===== src/rtl/pipe3_pkg.sv =====
`timescale 1ns/1ps
package pipe3_pkg;
  typedef enum logic [1:0] {
    CLS_ALU = 2'b00,
    CLS_LDM = 2'b01,
    CLS_BR  = 2'b10,
    CLS_NOP = 2'b11
  } cls_e;
endpackage


===== src/rtl/pipe3_fetch.sv =====
`timescale 1ns/1ps
module pipe3_fetch #(
  parameter int unsigned PC_W = 8
) (
  input  logic            clk_i,
  input  logic            rst_ni,
  input  logic            hold_i,
  input  logic            redirect_i,
  input  logic [PC_W-1:0] target_i,
  output logic            fetch_v_o,
  output logic [PC_W-1:0] pc_o
);
  logic            v_q;
  logic [PC_W-1:0] pc_q;

  always_ff @(posedge clk_i or negedge rst_ni) begin
    if (!rst_ni) begin
      v_q  <= 1'b0;
      pc_q <= '0;
    end else begin
      v_q <= 1'b1;
      if (redirect_i)          pc_q <= target_i;
      else if (v_q && !hold_i) pc_q <= pc_q + 1'b1;
    end
  end

  assign fetch_v_o = v_q;
  assign pc_o      = pc_q;
endmodule


===== src/rtl/pipe3_decode.sv =====
`timescale 1ns/1ps
module pipe3_decode
  import pipe3_pkg::*;
#(
  parameter int unsigned PC_W   = 8,
  parameter int unsigned OFF_W  = 8,
  parameter int unsigned MASK_W = 4,
  localparam int unsigned IW    = 2 + OFF_W,
  localparam int unsigned CNT_W = $clog2(MASK_W + 1)
) (
  input  logic             clk_i,
  input  logic             rst_ni,
  input  logic             hold_i,
  input  logic             flush_i,
  input  logic             fetch_v_i,
  input  logic [PC_W-1:0]  fetch_pc_i,
  input  logic [IW-1:0]    fetch_word_i,
  output logic             dec_v_o,
  output logic [PC_W-1:0]  dec_pc_o,
  output cls_e             dec_cls_o,
  output logic [OFF_W-1:0] dec_pay_o,
  output logic [CNT_W-1:0] dec_extra_o
);
  logic             v_q;
  logic [PC_W-1:0]  pc_q;
  cls_e             cls_q;
  logic [OFF_W-1:0] pay_q;
  logic [CNT_W-1:0] ones;

  always_ff @(posedge clk_i or negedge rst_ni) begin
    if (!rst_ni) begin
      v_q   <= 1'b0;
      pc_q  <= '0;
      cls_q <= CLS_NOP;
      pay_q <= '0;
    end else if (flush_i) begin
      v_q <= 1'b0;
    end else if (!hold_i) begin
      v_q   <= fetch_v_i;
      pc_q  <= fetch_pc_i;
      cls_q <= cls_e'(fetch_word_i[IW-1 -: 2]);
      pay_q <= fetch_word_i[OFF_W-1:0];
    end
  end

  // register count of load-multiple mask
  always_comb begin
    ones = '0;
    for (int i = 0; i < MASK_W; i++) ones = ones + CNT_W'(pay_q[i]);
  end

  // extra execute cycles beyond the first
  assign dec_extra_o = (cls_q == CLS_LDM && ones != '0) ? ones - 1'b1 : '0;
  assign dec_v_o     = v_q;
  assign dec_pc_o    = pc_q;
  assign dec_cls_o   = cls_q;
  assign dec_pay_o   = pay_q;
endmodule


===== src/rtl/pipe3_exec.sv =====
`timescale 1ns/1ps
module pipe3_exec
  import pipe3_pkg::*;
#(
  parameter int unsigned PC_W   = 8,
  parameter int unsigned OFF_W  = 8,
  parameter int unsigned MASK_W = 4,
  localparam int unsigned CNT_W = $clog2(MASK_W + 1)
) (
  input  logic             clk_i,
  input  logic             rst_ni,
  input  logic             dec_v_i,
  input  logic [PC_W-1:0]  dec_pc_i,
  input  cls_e             dec_cls_i,
  input  logic [OFF_W-1:0] dec_pay_i,
  input  logic [CNT_W-1:0] dec_extra_i,
  input  logic             cond_i,
  output logic             stall_o,
  output logic             taken_o,
  output logic [PC_W-1:0]  target_o,
  output logic             retire_o,
  output logic [PC_W-1:0]  retire_pc_o
);
  logic             v_q;
  logic [PC_W-1:0]  pc_q;
  cls_e             cls_q;
  logic [OFF_W-1:0] off_q;
  logic [CNT_W-1:0] cnt_q;
  logic [PC_W-1:0]  off_ext;

  assign stall_o  = v_q && cls_q == CLS_LDM && cnt_q != '0;
  assign taken_o  = v_q && cls_q == CLS_BR && cond_i;
  assign retire_o = v_q && !stall_o;
  assign off_ext  = PC_W'($signed(off_q));
  assign target_o = pc_q + off_ext;
  assign retire_pc_o = pc_q;

  always_ff @(posedge clk_i or negedge rst_ni) begin
    if (!rst_ni) begin
      v_q   <= 1'b0;
      pc_q  <= '0;
      cls_q <= CLS_NOP;
      off_q <= '0;
      cnt_q <= '0;
    end else if (stall_o) begin
      cnt_q <= cnt_q - 1'b1;
    end else begin
      v_q   <= dec_v_i && !taken_o;
      pc_q  <= dec_pc_i;
      cls_q <= dec_cls_i;
      off_q <= dec_pay_i;
      cnt_q <= dec_extra_i;
    end
  end
endmodule


===== src/rtl/pipe3_seq.sv =====
`timescale 1ns/1ps
module pipe3_seq
  import pipe3_pkg::*;
#(
  parameter int unsigned PC_W   = 8,
  parameter int unsigned OFF_W  = 8,
  parameter int unsigned MASK_W = 4,
  localparam int unsigned IW    = 2 + OFF_W,
  localparam int unsigned CNT_W = $clog2(MASK_W + 1)
) (
  input  logic            clk_i,
  input  logic            rst_ni,
  output logic [PC_W-1:0] imem_addr_o,
  input  logic [IW-1:0]   imem_data_i,
  input  logic            cond_i,
  output logic            retire_o,
  output logic [PC_W-1:0] retire_pc_o,
  output logic            squash_o
);
  logic             stall, taken, fetch_v, dec_v;
  logic [PC_W-1:0]  target, pc, dec_pc;
  cls_e             dec_cls;
  logic [OFF_W-1:0] dec_pay;
  logic [CNT_W-1:0] dec_extra;

  pipe3_fetch #(.PC_W(PC_W)) u_fetch (
    .clk_i(clk_i), .rst_ni(rst_ni), .hold_i(stall), .redirect_i(taken),
    .target_i(target), .fetch_v_o(fetch_v), .pc_o(pc)
  );

  pipe3_decode #(.PC_W(PC_W), .OFF_W(OFF_W), .MASK_W(MASK_W)) u_dec (
    .clk_i(clk_i), .rst_ni(rst_ni), .hold_i(stall), .flush_i(taken),
    .fetch_v_i(fetch_v), .fetch_pc_i(pc), .fetch_word_i(imem_data_i),
    .dec_v_o(dec_v), .dec_pc_o(dec_pc), .dec_cls_o(dec_cls),
    .dec_pay_o(dec_pay), .dec_extra_o(dec_extra)
  );

  pipe3_exec #(.PC_W(PC_W), .OFF_W(OFF_W), .MASK_W(MASK_W)) u_ex (
    .clk_i(clk_i), .rst_ni(rst_ni), .dec_v_i(dec_v), .dec_pc_i(dec_pc),
    .dec_cls_i(dec_cls), .dec_pay_i(dec_pay), .dec_extra_i(dec_extra),
    .cond_i(cond_i), .stall_o(stall), .taken_o(taken), .target_o(target),
    .retire_o(retire_o), .retire_pc_o(retire_pc_o)
  );

  assign imem_addr_o = pc;
  assign squash_o    = taken;
endmodule


===== config.mk =====
export PLATFORM = sky130hd
export DESIGN_NAME = pipe3_seq
export DESIGN_NICKNAME = d
export VERILOG_FILES = /design/src/rtl/pipe3_pkg.sv /design/src/rtl/pipe3_fetch.sv /design/src/rtl/pipe3_decode.sv /design/src/rtl/pipe3_exec.sv /design/src/rtl/pipe3_seq.sv
export SDC_FILE = /design/constraint.sdc
export NUM_CORES = 1
export LEC_CHECK = 0
export BUFFER_PORTS_ARGS = -buffer_cell sky130_fd_sc_hd__buf_2
export CAP_MARGIN = 25
export CORE_MARGIN = 4
export CORE_UTILIZATION = 52
export DETAILED_ROUTE_END_ITERATION = 8
export HOLD_SLACK_MARGIN = 0.12
export PLACE_DENSITY = 0.75
export SYNTH_ARGS = -nofsm -noshare
export SYNTH_HDL_FRONTEND = slang
export SYNTH_HIERARCHICAL = 1
export SYNTH_SLANG_ARGS = --single-unit

===== constraint.sdc =====
create_clock -name clk_i -period 2.4 [get_ports clk_i]
set_input_delay 0.24 -clock clk_i [delete_from_list [all_inputs] [get_ports clk_i]]
set_output_delay 0.24 -clock clk_i [all_outputs]
set_load 0.05 [all_outputs]

Yosys cells after proc, flatten, opt, wreduce, memory -nomap -nowiden
Cells that the tools add are included.
- register bits: 50
- bits in latches: 0
- bits in writable memories: 0
- memory bits (read-only): 0
- bits of input ports: 13
- output and inout bits: 18
- logic and storage cells: 44
- memories kept: 0
- $add $sub $neg: 7
- $mul: 0
- divide/modulo/power cells: 0
- $lt $le $gt $ge: 0
- equal/unequal tests: 4
- shifts and indexed selects: 0
- multiplexer cells: 6
- bitwise gates (word level): 2
- reductions and logical operators: 14
- operator list (cell ; number):
    $mux W8 ; 2
    $add A8 B1 Y8 const B ; 1
    $add A8 B8 Y8 ; 1
    $logic_and A1 B1 Y1 ; 8
    $add A3 B1 Y3 ; 2
    $mux W3 ; 2
    $reduce_bool A3 Y1 ; 2
    $sub A3 B1 Y3 const B ; 2
    $eq A2 B1 Y1 const B ; 2
    $add A1 B1 Y2 ; 1
    $eq A2 B2 Y1 const B ; 1
    $logic_not A1 Y1 ; 2
    $mux W1 ; 2
    $ne A2 B1 Y1 const B ; 1
    $not A1 Y1 ; 2
    $reduce_and A2 Y1 ; 1
    $reduce_bool A2 Y1 ; 1

Logic depth before layout (Yosys ltp)
- depth after elaboration: 7
- gate-level depth with buffers: 10
- mapped depth without buffers: 10

Modules after synthesis
The synthesis kept the hierarchy.
- by module, submodules not included (module ; times used ; cells each ; area each (um^2) ; seq. area each (um^2)):
    pipe3_exec ; 1 ; 133 ; 1194.9 ; 553.0
    pipe3_decode ; 1 ; 53 ; 864.6 ; 478.0
    pipe3_fetch ; 1 ; 52 ; 490.5 ; 225.2

Worst setup path after synthesis
OpenSTA, ideal clock, no wires.
- path type: register to register
- from: reg u_dec.pay_q[0] (netlist: u_dec/dec_pay_o[0])
- to: reg u_ex.cnt_q[0]
- library setup time: 0.083 ns
- arrival time: 2.336 ns
- data required time: 2.317 ns
- path slack: -0.019 ns
- cell stages (with the launch flop): 11
- path buffers: 0
- period minus slack after synthesis: 2.419 ns
- path through: dfrtp_1 -> fa_1 -> ha_1 -> ha_1 -> inv_1 -> ha_1 -> ha_1 -> or3b_2 -> nor2_1 -> nand2_1 -> o21ai_0
- word-level cells in the longest chain between the ends: 7
- elaborated cells between the ends (all ways): 8
- those cells by class: 4 x add/sub; 2 x mux; 2 x reduce/logical
- RTL lines (what ; line ; text):
    from (decl) ; pipe3_decode.sv:27 ; logic [OFF_W-1:0] pay_q;
    from (signal assigned) ; pipe3_decode.sv:42 ; pay_q <= fetch_word_i[OFF_W-1:0];
    $add A1 B1 Y2 (*) ; pipe3_decode.sv:49 ; for (int i = 0; i < MASK_W; i++) ones = ones + CNT_W'(pay_q[i]);
    $add A3 B1 Y3 (*) (2 in series) ; pipe3_decode.sv:49 ;
    parallel branches: the longest is 2 deep, another holds $sub A3 B1 Y3 ; -- ;
    $mux W3 (*) ; pipe3_decode.sv:53 ; assign dec_extra_o = (cls_q == CLS_LDM && ones != '0) ? ones - 1'b1 : '0;
    via dec_extra[0] ; pipe3_seq.sv:24 ; logic [CNT_W-1:0] dec_extra;
    $mux W3 (*) ; pipe3_exec.sv:45 ; end else if (stall_o) begin
    to (signal assigned) ; pipe3_exec.sv:46 ; cnt_q <= cnt_q - 1'b1;
    to (signal assigned) ; pipe3_exec.sv:52 ; cnt_q <= dec_extra_i;
    to (decl) ; pipe3_exec.sv:28 ; logic [CNT_W-1:0] cnt_q;
Mark *: on every way through the listed nets, which the timed path passes.
A chain may end at the register's enable or synchronous reset.

Final worst setup path
- from: reg u_dec.pay_q[0] (netlist: u_dec/dec_pay_o[0])
- to: reg u_ex.cnt_q[1]
The elaborated chain is that of the path after synthesis.

==> impl.org <==
** Worst setup path
- Cell with the biggest individual delay on the critical path :: sky130_fd_sc_hd__fa_1
- STA classifies the critical path startpoint as a flop.
- Arrival time worst endpoint :: 2.61 ns
- Type of element capturing the critical path :: flop
- Critical setup path kind :: reg2reg
- Cell seen most often among critical-path stages :: sky130_fd_sc_hd__ha_4
- Combined buffer and inverter count along the critical path :: 1
- Largest incremental delay on the critical path :: 0.48 ns
- STA puts the critical path data required time at 2.64 ns.
- On the critical path the largest part of the delay comes from adder cells.
- In this run the worst path has a maximum fanout of 3.
- Cells along the critical path :: fa_1 > ha_2 > ha_4 > inv_2 > ha_4 > ha_4 > or3b_4 > nor2_1 > nand2_1 > o21ai_1

** Global route
- Via count of the first global-routing pass :: 1871
- First-pass GRT wire length :: 9080 µm
- Initial antenna violation count :: 0
- The total overflow left after global routing is 0.
- Total routing usage reported by global routing :: 18.82%
- Pin count of the biggest net entering global routing :: 39

** Die
- The die covers 6088 µm².
- For this configuration, the core starts out at a cell density of 53.99%.
- Floorplan die height :: 78.03 µm
- After floorplanning, the core was sized to cover 4723 µm².
- The floorplan step set the die width to 78.03 µm.
- In this run the count of I/O pins placed on the die edge is 31.
- The floorplan has 25 rows.

** Clock tree
- Buffers inserted during clock tree synthesis total 5.
- The clock reaches the later pin of the worst-skew pair after 0.31 ns.
- Maximum buffer depth of the clock tree :: 2
- Clock sink count :: 50
- CTS tree :: built
- After clock tree synthesis, the clock-pin slew on the worst setup and hold paths is 0.09 ns.
- Clock root cell :: sky130_fd_sc_hd__clkbuf_8
- CTS H-tree lvls :: 2

** Finish
- Final core occ :: 62.89%
- For this run, the post-layout net count is 308.
- Area delta synth->final :: 16.49%
- Filler cells :: 392
- In the final layout, the share of cells above drive strength 1 is 28.93%.
- 0 antenna diodes ended up in the layout.

** Power and ir drop
- Total power for the finished layout comes to 0.004305 W.
- For this design the static power due to leakage is 1.424 nW.
- For this design the ratio of total power to cell area is 1449 nW/µm².
- Peak supply drop :: 589.8 µV

** Run status
- Outcome :: completed

** Detailed routing
- Total wire length :: 5239 µm
- The first detailed-routing pass took 4 iterations.
- Routed len/inst :: 15.10 µm
- After detailed routing, the number of remaining DRC violations is 0.
- In the routed layout, each cell is associated on average with a via count of 5.337.
- The routed layout has 1852 vias.
- Post-route antenna net violation count :: 0
- The first routing iteration left 146 violations.

** STA
- Final period utilization :: 98.73%
- Setup repair after global routing could not meet its margin everywhere.
- Count of final hold-check violations :: 0
- Minimum clock period after layout :: 2.370 ns
- Crit path setup slack, layout :: 0.03044 ns
- Clock Skews :: 0.005065 ns
- Slew at the pin with the worst max-slew slack :: 0.8184 ns
- In this run the tightest slew margin relative to its limit is 45.44%.
- The total count of max-transition violations in the final report came to 0.
- Derived from the worst setup path, the maximum achievable clock frequency is 422.0 MHz.
- # setup viols final :: 0

** Synthesis
- In the synthesized netlist the dominant register cell turns out to be sky130_fd_sc_hd__dfrtp_1.
- Synthesis Warnings :: 6
- Area leader, netlist :: sky130_fd_sc_hd__dfrtp_1
- Number of synthesized register bits :: 50
- Largest cells by area after synthesis :: sky130_fd_sc_hd__dfrtp_1, sky130_fd_sc_hd__nand2_1, sky130_fd_sc_hd__ha_1
- Top cell type's share of synthesized area :: 45.14%
- Number of nets in the synthesized netlist :: 267
- Post-synth ARST share :: 100.0%
- Most used standard cells in the synthesized netlist :: sky130_fd_sc_hd__nand2_1, sky130_fd_sc_hd__dfrtp_1, sky130_fd_sc_hd__inv_1
- Most numerous cell in the Yosys netlist :: sky130_fd_sc_hd__nand2_1
- Synthesis handed over a netlist of 238 instances.
- Seq/Total Area, Yosys :: 49.26%
- Dividing the synthesized area by the synthesized cell count gives 10.71 µm².
- Cell variety after synth :: 48
- The synthesized netlist occupies a cell area of 2550 µm².
- Count of flip-flops with a built-in enable after synthesis :: 0

** Placement
- DPL Wire Length :: 3677 µm
- IO Port Bufs :: 30
- At the placement stage, the worst setup path has a slack of -0.03433 ns.
- Routability congestion estimate :: 0.7778

** Worst hold path
- Worst min-delay path category :: in2reg

** Flow run
- Max-cap violation count :: 0
## worst reg2reg max path: cells and delay by family (launching register included)
family / cells / cell delay (ns)
and+or+nand+nor: 3 / 0.54
AOI/OAI and AO/OA: 1 / 0.07
adders and majority gates: 5 / 1.24
buffers and inverters: 1 / 0.04
DFF: 1 / 0.41
## state kept, by name, indices dropped and copies added (netlist names)
register           cells
u_dec/dec_cls_o        2
u_dec/dec_pay_o        8
u_dec/dec_pc_o         8
u_dec/dec_v_o          1
u_ex/cls_q             2
u_ex/cnt_q             3
u_ex/off_ext           8
u_ex/retire_pc_o       8
u_ex/v_q               1
u_fetch/fetch_v_o      1
u_fetch/pc_o           8
## cell families (layout without fill, tap and decap cells)
family / after synthesis / count (layout) / synth area share, %
other cells: 1 / 1 / 0.1471
fa+ha+maj: 16 / 16 / 8.440
buf+inv: 22 / 64 / 4.367
flops: 50 / 50 / 49.26
simple gates: 88 / 88 / 16.73
compound gates: 35 / 35 / 8.784
xor+xnor: 6 / 6 / 2.061
mux: 20 / 20 / 10.21
## power by group
group          switching [W]  internal, W
registers           0.000282      0.00117
clock network       0.000283     0.000307
logic                0.00138     0.000881
total                0.00194      0.00236
## final timing paths
kind	from	to	slack [ns]	depth (start not counted)
max	u_dec/dec_pay_o[0]$_DFFE_PN0P_	u_ex/cnt_q[1]$_DFF_PN0_	0.03	10
min	imem_data_i[6]	u_dec/dec_pay_o[6]$_DFFE_PN0P_	0.16	2
max reg2reg	u_dec/dec_pay_o[0]$_DFFE_PN0P_	u_ex/cnt_q[1]$_DFF_PN0_	0.03	10
min reg2reg	u_dec/dec_pc_o[5]$_DFFE_PN0P_	u_ex/retire_pc_o[5]$_DFFE_PN0N_	0.49	2
max in group asynchronous	rst_ni	u_ex/off_ext[7]$_DFFE_PN0N_	1.21	3
min in group asynchronous	rst_ni	u_ex/off_ext[5]$_DFFE_PN0N_	0.56	2
## layer usage
| metal | routed length (µm) | share of wire, % | track usage, % | up-vias |
|---|---|---|---|---|
| met4 | 95 | 1.8 | 8.217 | 0 |
| li1 | - | - | - | 896 |
| met5 | 0 | 0 | 0 | - |
| met2 | 2581 | 49 | 30.65 | 45 |
| met3 | 292 | 5.6 | 3.555 | 10 |
| met1 | 2270 | 43 | 24.59 | 901 |
## stage by stage
step	TNS, ns	cells	area (µm²)	hold WS [ns]
global placement	0	336	2791	0.3857
detailed placement	-0.08454	336	2791	0.3913
global route	-0.1109	347	2970	0.1500
floorplan	0	238	2552	-0.05559
finish	0	347	2970	0.1589
CTS	0	345	2950	0.1484
## final cells by class
type | count | area [µm²] | area share (%)
Tap cell | 67 | 83.83 | 2.822
Sequential cell | 50 | 1256 | 42.29
Clock buffer | 5 | 68.82 | 2.317
Timing Repair Buffer | 41 | 235.2 | 7.919
Inverter | 15 | 56.30 | 1.896
Clock inverter | 3 | 40.04 | 1.348
Multi-Input combinational cell | 166 | 1230 | 41.41
## cells in the final DEF, fill, tap and decap left out, types with 2 or more instances in the layout
cell,synthesis,routed
sky130_fd_sc_hd__a21oi_1,5,5
sky130_fd_sc_hd__a31oi_1,3,3
sky130_fd_sc_hd__and2_1,2,2
sky130_fd_sc_hd__buf_2,4,30
sky130_fd_sc_hd__buf_4,0,10
sky130_fd_sc_hd__clkbuf_8,0,5
sky130_fd_sc_hd__clkinv_2,0,2
sky130_fd_sc_hd__dfrtp_1,46,46
sky130_fd_sc_hd__dfstp_2,4,4
sky130_fd_sc_hd__fa_1,2,2
sky130_fd_sc_hd__ha_1,14,10
sky130_fd_sc_hd__ha_4,0,3
sky130_fd_sc_hd__inv_1,15,14
sky130_fd_sc_hd__mux2_2,8,8
sky130_fd_sc_hd__mux2_4,10,10
sky130_fd_sc_hd__mux2i_1,2,2
sky130_fd_sc_hd__nand2_1,54,54
sky130_fd_sc_hd__nand2b_1,3,3
sky130_fd_sc_hd__nand3_1,4,4
sky130_fd_sc_hd__nand4_1,2,2
sky130_fd_sc_hd__nor2_1,8,6
sky130_fd_sc_hd__nor2_2,0,2
sky130_fd_sc_hd__o211ai_1,4,4
sky130_fd_sc_hd__o21ai_0,12,10
sky130_fd_sc_hd__o21ai_1,0,2
sky130_fd_sc_hd__o31ai_1,2,2
sky130_fd_sc_hd__or4_1,3,3
sky130_fd_sc_hd__xnor2_1,2,2
sky130_fd_sc_hd__xor2_1,4,4
## timing repair
action / in CTS / in global routing
pin swaps: 7 / 3
resized for setup: 8 / 3
endpoints found under the hold margin: 32 / 0
hold buffers: 1 / 0
setup endpoints to repair: 3 / 3
setup buffers: 0 / 2
(Power assumes the default switching activity.)
